===== config.mk =====
export PLATFORM = sky130hd
export DESIGN_NAME = clk_ctrl_reg
export DESIGN_NICKNAME = d
export VERILOG_FILES = /design/src/rtl/clk_ctrl_pkg.sv /design/src/rtl/ccr_sync.sv /design/src/rtl/ccr_ctrl_bits.sv /design/src/rtl/ccr_pll_gate.sv /design/src/rtl/ccr_cko_sel.sv /design/src/rtl/clk_ctrl_reg.sv
export SDC_FILE = /design/constraint.sdc
export NUM_CORES = 1
export LEC_CHECK = 0
export BUFFER_PORTS_ARGS = -buffer_cell sky130_fd_sc_hd__buf_2
export CORE_MARGIN = 5
export CORE_UTILIZATION = 36
export CTS_CLUSTER_SIZE = 24
export DETAILED_ROUTE_END_ITERATION = 10
export GPL_TIMING_DRIVEN = 0
export PLACE_DENSITY = 0.84
export REMOVE_ABC_BUFFERS = 1
export SYNTH_ARGS = -nofsm -noshare
export SYNTH_HDL_FRONTEND = slang
export SYNTH_SLANG_ARGS = --single-unit

===== constraint.sdc =====
create_clock -name clk -period 3.15 [get_ports clk]
set_clock_uncertainty 0.1 [all_clocks]
set_input_delay 0.945 -clock clk [delete_from_list [all_inputs] [get_ports clk]]
set_output_delay 0.945 -clock clk [all_outputs]
set_load 0.02 [all_outputs]

===== src/rtl/clk_ctrl_pkg.sv =====
package clk_ctrl_pkg;

  localparam int unsigned REG_W     = 32;
  localparam int unsigned TRIM_W    = 5;
  localparam int unsigned CAL_W     = 8;
  localparam int unsigned CKO_W     = 3;

  localparam int unsigned B_INT_EN  = 0;
  localparam int unsigned B_INT_RDY = 1;
  localparam int unsigned TRIM_LO   = 3;
  localparam int unsigned CAL_LO    = 8;
  localparam int unsigned B_EXT_EN  = 16;
  localparam int unsigned B_EXT_RDY = 17;
  localparam int unsigned B_EXT_BYP = 18;
  localparam int unsigned B_CSS_EN  = 19;
  localparam int unsigned B_PLL_EN  = 24;
  localparam int unsigned B_PLL_RDY = 25;

  localparam logic [TRIM_W-1:0] TRIM_RST = 5'b10000;
  localparam logic [1:0]        SRC_PLL  = 2'b10;

  typedef struct packed {
    logic              int_en;
    logic [TRIM_W-1:0] trim;
    logic              ext_en;
    logic              ext_byp;
    logic              css_en;
    logic              pll_en;
  } ctrl_state_t;

  function automatic logic [REG_W-1:0] pack_ctrl(
    input ctrl_state_t      s,
    input logic             int_rdy,
    input logic             ext_rdy,
    input logic             pll_rdy,
    input logic [CAL_W-1:0] cal
  );
    logic [REG_W-1:0] r;
    r = '0;
    r[B_INT_EN]                  = s.int_en;
    r[B_INT_RDY]                 = int_rdy;
    r[TRIM_LO +: TRIM_W]         = s.trim;
    r[CAL_LO +: CAL_W]           = cal;
    r[B_EXT_EN]                  = s.ext_en;
    r[B_EXT_RDY]                 = ext_rdy;
    r[B_EXT_BYP]                 = s.ext_byp;
    r[B_CSS_EN]                  = s.css_en;
    r[B_PLL_EN]                  = s.pll_en;
    r[B_PLL_RDY]                 = pll_rdy;
    return r;
  endfunction

  function automatic logic pll_en_next(
    input logic cur,
    input logic sw_we,
    input logic sw_val,
    input logic protect,
    input logic lp
  );
    if (lp)                return 1'b0;
    if (sw_we && sw_val)   return 1'b1;
    if (sw_we && !protect) return 1'b0;
    return cur;
  endfunction

  function automatic logic pll_is_guarded(input logic [1:0] cur, input logic [1:0] nxt);
    return (cur == SRC_PLL) || (nxt == SRC_PLL);
  endfunction

endpackage


===== src/rtl/ccr_sync.sv =====
module ccr_sync #(
  parameter int unsigned STAGES  = 2,
  parameter logic        RST_VAL = 1'b0
) (
  input  logic clk,
  input  logic rst_n,
  input  logic d,
  output logic q
);
  logic [STAGES-1:0] chain;

  generate
    if (STAGES == 1) begin : g_one
      always_ff @(posedge clk or negedge rst_n) begin
        if (!rst_n) chain <= {STAGES{RST_VAL}};
        else        chain <= d;
      end
    end else begin : g_many
      always_ff @(posedge clk or negedge rst_n) begin
        if (!rst_n) chain <= {STAGES{RST_VAL}};
        else        chain <= {chain[STAGES-2:0], d};
      end
    end
  endgenerate

  assign q = chain[STAGES-1];
endmodule


===== src/rtl/ccr_ctrl_bits.sv =====
module ccr_ctrl_bits
  import clk_ctrl_pkg::*;
(
  input  logic              clk,
  input  logic              rst_n,
  input  logic              we_lane0,
  input  logic              we_lane2,
  input  logic              d_int_en,
  input  logic [TRIM_W-1:0] d_trim,
  input  logic              d_ext_en,
  input  logic              d_ext_byp,
  input  logic              d_css_en,
  output logic              int_en,
  output logic [TRIM_W-1:0] trim,
  output logic              ext_en,
  output logic              ext_byp,
  output logic              css_en
);
  always_ff @(posedge clk or negedge rst_n) begin
    if (!rst_n) begin
      int_en <= 1'b1;
      trim   <= TRIM_RST;
    end else if (we_lane0) begin
      int_en <= d_int_en;
      trim   <= d_trim;
    end
  end

  always_ff @(posedge clk or negedge rst_n) begin
    if (!rst_n) begin
      ext_en  <= 1'b0;
      ext_byp <= 1'b0;
      css_en  <= 1'b0;
    end else if (we_lane2) begin
      ext_en  <= d_ext_en;
      ext_byp <= d_ext_byp;
      css_en  <= d_css_en;
    end
  end
endmodule


===== src/rtl/ccr_pll_gate.sv =====
module ccr_pll_gate
  import clk_ctrl_pkg::*;
(
  input  logic clk,
  input  logic rst_n,
  input  logic sw_we,
  input  logic sw_val,
  input  logic protect,
  input  logic lp_enter,
  output logic pll_en,
  output logic pll_clr_lp,
  output logic pll_sw_clr_blocked
);
  logic nxt;

  assign nxt                = pll_en_next(pll_en, sw_we, sw_val, protect, lp_enter);
  assign pll_clr_lp         = lp_enter && (pll_en || (sw_we && sw_val));
  assign pll_sw_clr_blocked = sw_we && !sw_val && protect && pll_en;

  always_ff @(posedge clk or negedge rst_n) begin
    if (!rst_n) pll_en <= 1'b0;
    else        pll_en <= nxt;
  end
endmodule


===== src/rtl/ccr_cko_sel.sv =====
module ccr_cko_sel
  import clk_ctrl_pkg::*;
(
  input  logic             clk,
  input  logic             rst_n,
  input  logic             we,
  input  logic [CKO_W-1:0] wdata,
  output logic [CKO_W-1:0] sel
);
  always_ff @(posedge clk or negedge rst_n) begin
    if (!rst_n)  sel <= '0;
    else if (we) sel <= wdata;
  end
endmodule


===== src/rtl/clk_ctrl_reg.sv =====
module clk_ctrl_reg
  import clk_ctrl_pkg::*;
#(
  parameter int unsigned SYNC_STAGES = 2
) (
  input  logic        clk,
  input  logic        rst_n,
  input  logic        wr_en,
  input  logic        wr_addr,
  input  logic [3:0]  wr_strb,
  input  logic [31:0] wr_data,
  input  logic        rd_addr,
  output logic [31:0] rd_data,
  input  logic        int_osc_rdy_raw,
  input  logic        ext_osc_rdy_raw,
  input  logic        pll_lock,
  input  logic [7:0]  int_osc_cal,
  input  logic        stop_enter,
  input  logic        standby_enter,
  input  logic [1:0]  sysclk_cur,
  input  logic [1:0]  sysclk_next,
  output logic        int_osc_en,
  output logic        ext_osc_en,
  output logic        ext_osc_bypass,
  output logic        css_active,
  output logic        pll_en,
  output logic [4:0]  int_osc_trim,
  output logic        cko_en,
  output logic [1:0]  cko_src
);
  logic             ctrl_we, cko_we;
  logic             int_rdy_q, ext_rdy_q, pll_rdy_q;
  logic             css_en;
  logic             pll_protect, lp_enter;
  logic             pll_clr_lp, pll_sw_clr_blocked;
  logic [CKO_W-1:0] cko_sel;
  ctrl_state_t      st;
  logic             wr_data_unused;

  assign ctrl_we     = wr_en && !wr_addr;
  assign cko_we      = wr_en &&  wr_addr;
  assign lp_enter    = stop_enter || standby_enter;
  assign pll_protect = pll_is_guarded(sysclk_cur, sysclk_next);

  assign wr_data_unused = ^{wr_data[31:25], wr_data[23:20], wr_data[B_EXT_RDY], wr_data[15:8]};

  ccr_sync #(.STAGES(SYNC_STAGES), .RST_VAL(1'b1)) u_int_sync (
    .clk(clk), .rst_n(rst_n), .d(int_osc_rdy_raw), .q(int_rdy_q));
  ccr_sync #(.STAGES(SYNC_STAGES), .RST_VAL(1'b0)) u_ext_sync (
    .clk(clk), .rst_n(rst_n), .d(ext_osc_rdy_raw), .q(ext_rdy_q));
  ccr_sync #(.STAGES(1), .RST_VAL(1'b0)) u_pll_rdy (
    .clk(clk), .rst_n(rst_n), .d(pll_lock), .q(pll_rdy_q));

  ccr_ctrl_bits u_bits (
    .clk       (clk),
    .rst_n     (rst_n),
    .we_lane0  (ctrl_we && wr_strb[0]),
    .we_lane2  (ctrl_we && wr_strb[2]),
    .d_int_en  (wr_data[B_INT_EN]),
    .d_trim    (wr_data[TRIM_LO +: TRIM_W]),
    .d_ext_en  (wr_data[B_EXT_EN]),
    .d_ext_byp (wr_data[B_EXT_BYP]),
    .d_css_en  (wr_data[B_CSS_EN]),
    .int_en    (int_osc_en),
    .trim      (int_osc_trim),
    .ext_en    (ext_osc_en),
    .ext_byp   (ext_osc_bypass),
    .css_en    (css_en)
  );

  ccr_pll_gate u_pll (
    .clk                (clk),
    .rst_n              (rst_n),
    .sw_we              (ctrl_we && wr_strb[3]),
    .sw_val             (wr_data[B_PLL_EN]),
    .protect            (pll_protect),
    .lp_enter           (lp_enter),
    .pll_en             (pll_en),
    .pll_clr_lp         (pll_clr_lp),
    .pll_sw_clr_blocked (pll_sw_clr_blocked)
  );

  ccr_cko_sel u_cko (
    .clk   (clk),
    .rst_n (rst_n),
    .we    (cko_we && wr_strb[0]),
    .wdata (wr_data[CKO_W-1:0]),
    .sel   (cko_sel)
  );

  assign cko_en     = cko_sel[2];
  assign cko_src    = cko_sel[1:0];
  assign css_active = css_en && ext_rdy_q;

  always_comb begin
    st.int_en  = int_osc_en;
    st.trim    = int_osc_trim;
    st.ext_en  = ext_osc_en;
    st.ext_byp = ext_osc_bypass;
    st.css_en  = css_en;
    st.pll_en  = pll_en;
  end

  always_comb begin
    if (rd_addr) rd_data = {{(REG_W-CKO_W){1'b0}}, cko_sel};
    else         rd_data = pack_ctrl(st, int_rdy_q, ext_rdy_q, pll_rdy_q, int_osc_cal);
  end
endmodule


-- After elaboration in Yosys (flattened, before gate mapping)
Index checks and enable logic that the tools add are counted.
- input bits: 58
- word-level logic and storage cells: 39
- output and inout port bits: 45
- register bits after elaboration: 18
- muxes and demuxes: 13
- reductions and logical operators: 14
- equality and inequality tests: 2
- operator list (cell ; count):
    two-way mux 26 bit ; 1
    two-way mux 1 bit ; 12
    logical AND 1 bit ; 9
    equality test 2 bit (second input constant) ; 2
    nonzero test 3 bit ; 1
    zero test 1 bit ; 2
    logical OR 1 bit ; 2

-- Logic depth before layout (Yosys ltp)
- depth in word-level cells: 11
- depth in mapped cells: 3
- gate-level depth less buffers: 3

-- Modules after synthesis
Synthesis repeated with hierarchy kept, for this count alone.
- cell total of the unflattened synthesis: 83
- area, all modules: 965.9 um2
- modules (own cells, without submodules) (module ; seq. area each (um2) ; area each (um2) ; cells each ; times used):
    ccr_ctrl_bits ; 227.7 ; 362.8 ; 19 ; 1
    clk_ctrl_reg ; 0.0 ; 296.5 ; 45 ; 1
    ccr_cko_sel ; 75.1 ; 108.9 ; 6 ; 1
    ccr_pll_gate ; 25.0 ; 70.1 ; 8 ; 1
    ccr_sync at u_int_sync ; 52.6 ; 52.6 ; 2 ; 1
    ccr_sync at u_ext_sync ; 50.0 ; 50.0 ; 2 ; 1
    ccr_sync at u_pll_rdy ; 25.0 ; 25.0 ; 1 ; 1

-- Worst setup path after synthesis
Ideal clock, no wire load.
- kind: input -> output
- start: input port rd_addr
- end: output port rd_data[2]
- slack: 640 ps
- path buffers: 1
- required time: 2105 ps
- stages: 2
- arrival time: 1465 ps
- cells stage by stage: clkbuf_1 and2_1
- longest elaborated chain between the ends: 1
- RTL lines (item ; RTL line ; text):
    from (decl) ; clk_ctrl_reg.sv:12 ; input logic rd_addr,
    two-way mux 26 bit ; clk_ctrl_reg.sv:105 ; if (rd_addr) rd_data = {{(REG_W-CKO_W){1'b0}}, cko_sel};
    to (decl) ; clk_ctrl_reg.sv:13 ; output logic [31:0] rd_data,
Every way passes these cells.

-- Worst setup path in the final report
- start: input port rd_addr
- end: output port rd_data[1]
The elaborated chain is that of the path after synthesis.

==> flow_summary.toml <==
[status]
status = "completed"

[place]
placedCellCount = 174
gp_congestion = 0.668
place_area_sq_um = 1270
io_buffer_count = 71
dp_hpwl_mm = 1.91

[final_layout]
nets = 207
antenna_cells = 0
final_cell_mix = "buf_2 (71), nor2b_1 (18), dfrtp_1 (14), conb_1 (10), mux2_2 (8)"
final_common_cell = "buf_2"
drive_gt1_share_pct = 64.6
fin_area_sq_um = 1290
final_cells = 177
synthToLayoutAreaGrowth_pct = 39.6

[logic_synthesis]
postSynthCellCount = 76
ys_warn_count = 0
synth_cell_types = 18
synthArstFlopShare_pct = 100
syn-cell-area_sq_um = 926
yosysTopAreaCell = "dfrtp_1"
synth_area_leaders = "dfrtp_1 (38%), nor2b_1 (12%), dfstp_2 (11%)"
synth_top_area_share_pct = 37.8
ys_seq_elements = 18
yosysSeqAreaShare_pct = 49.2
synth_edf_count = 0
synth_top_flop_cell = "dfrtp_1"
syn_area_per_cell_sq_um = 12.2

[clocking]
clk_latency_ns = 0.28
path_clk_slew_ns = 0.09
post_cts_resized = 0
post-cts-setup-buffers = 0
cts_tree = "done"
cts_buffers = 3
htreeDepth = 1
cts_sinks = 18
cts_root_buffer = "clkbuf_4"
holdBufCountCts = 0
cts_buffer_depth = 2

[critical_path]
r2r_cells = 3
crit_start = "rd_addr"
regToRegSetupSlack_ns = 2.15
path_max_fanout = 22
critPathRequiredTime_ns = 2.10
r2r_end = "u_pll.pll_en$_DFFE_PN0P_"
cp-end-kind = "primary output"
path_class = "input pin to primary output"
critPathLaunchType = "input pin"
arrival_ns = 1.80
reg2reg_from = "u_pll.pll_en$_DFFE_PN0P_"
endpoint = "rd_data[1]"

[hold_path]
hp-start = "u_ext_sync.chain[0]$_DFF_PN0_"
hp-class = "flop to flop"

[global_routing]
grt_overflow_total = 0
grt_max_degree = 23
grt_pass1_wl_mm = 3.15
grt_pass1_vias = 715
antenna_found_initial = 0
grt_usage_pct = 11.5

[flow_run]
maxCapViolations = 0

[route]
drc = 0
avgViaCountPerCell = 4.26
drt-initial-drc-count = 12
finalWirelength_mm = 2.21
antenna_left = 0
drtPass1Iterations = 3
vias = 754
avgRoutedWirePerCell_um = 12.5

[die]
dieArea_sq_um = 3690
die_y_um = 60.7
num_rows = 18
die_w_um = 60.7
pin_count = 103
coreArea_sq_um = 2480
initial_core_util_pct = 37.4

[power_and_ir_drop]
power_density_nw_per_um2 = 485
p_leak_nw = 0.720
irDropWorstVdd_v = 0.000241
power_mw = 0.627

[timing]
setup_viol = 0
fmax_mhz = 352
slew_viol_final = 0
post-route-min-period_ns = 2.84
hold_viol = 0
finalSetupTns_ns = 0
period_share_pct = 90.2
rsz0062_at_grt = "no"
## through the flow
step | worst slack (ns) | hold WS, ns | util, %
final | 0.307 | 0.256 | 52.2
after floorplan | 0.795 | 0.231 | -
after global routing | 0.251 | 0.265 | 52.2
after global placement | 0.307 | 0.237 | 51.3
after CTS | 0.299 | 0.257 | 52.2
after detailed placement | 0.300 | 0.235 | 51.3
## per-layer routing
metal	wire, um	GRT usage (%)	vias up
met5	0	0	-
met4	0	4.64	0
met3	371	3.40	0
met2	1080	21.5	51
met1	758	11.9	335
li1	-	-	368
## final cells by class
class                      instances  area (sq um)
sequential                        18           455
multi-input combinational         54           418
fill                             227          1180
clock buffer                       3          22.5
inverter                           1          3.75
tap                               30          37.5
timing repair buffer              71           355
## sequential cells by signal, summed over array words and instances (netlist names)
register,cells
u_bits.ext_byp,1
u_bits.trim,5
u_int_sync.chain,2
u_bits.css_en,1
u_bits.ext_en,1
u_ext_sync.chain,2
u_cko.sel,3
u_bits.int_en,1
u_pll.pll_en,1
u_pll_rdy.q,1
## worst max-delay path, stage by stage
cell and delay, ns:
buf_2 0.32, mux2_2 0.37, buf_2 0.16
## synthesized netlist by cell type (2+ instances only)
library cell  instances
nor2b_1              18
buf_4                10
nand2b_1              2
clkbuf_1              2
dfstp_2               4
mux2_2                8
and2_1                2
nand3_1               2
mux2_4                6
dfrtp_1              14
## kinds of logic after synthesis
family,share of synthesized area (%)
AOI/OAI and AO/OA,1.89
buffers and inverters,9.32
DFF,49.2
muxes,19.5
other,0.405
and+or+nand+nor,19.7
## report_power, final
part           leakage [nW]  internal (mW)  total [mW]  switching, mW
clock network        0.0138         0.0443       0.106         0.0616
logic                 0.497          0.101       0.233          0.132
registers             0.209          0.268       0.288         0.0198
## how the worst min path moves through the flow
stage / cells after the start / slack [ns] / to
3_5_place_dp: 0 / 0.23 / u_ext_sync.chain[1]$_DFF_PN0_
2_1_floorplan: 0 / 0.23 / u_ext_sync.chain[1]$_DFF_PN0_
4_1_cts: 0 / 0.26 / u_ext_sync.chain[1]$_DFF_PN0_
6_report: 0 / 0.26 / u_ext_sync.chain[1]$_DFF_PN0_
5_1_grt: 0 / 0.26 / u_int_sync.chain[1]$_DFF_PN1_
3_3_place_gp: 0 / 0.24 / u_ext_sync.chain[1]$_DFF_PN0_
No activity file was read; power rests on OpenSTA's default activity.
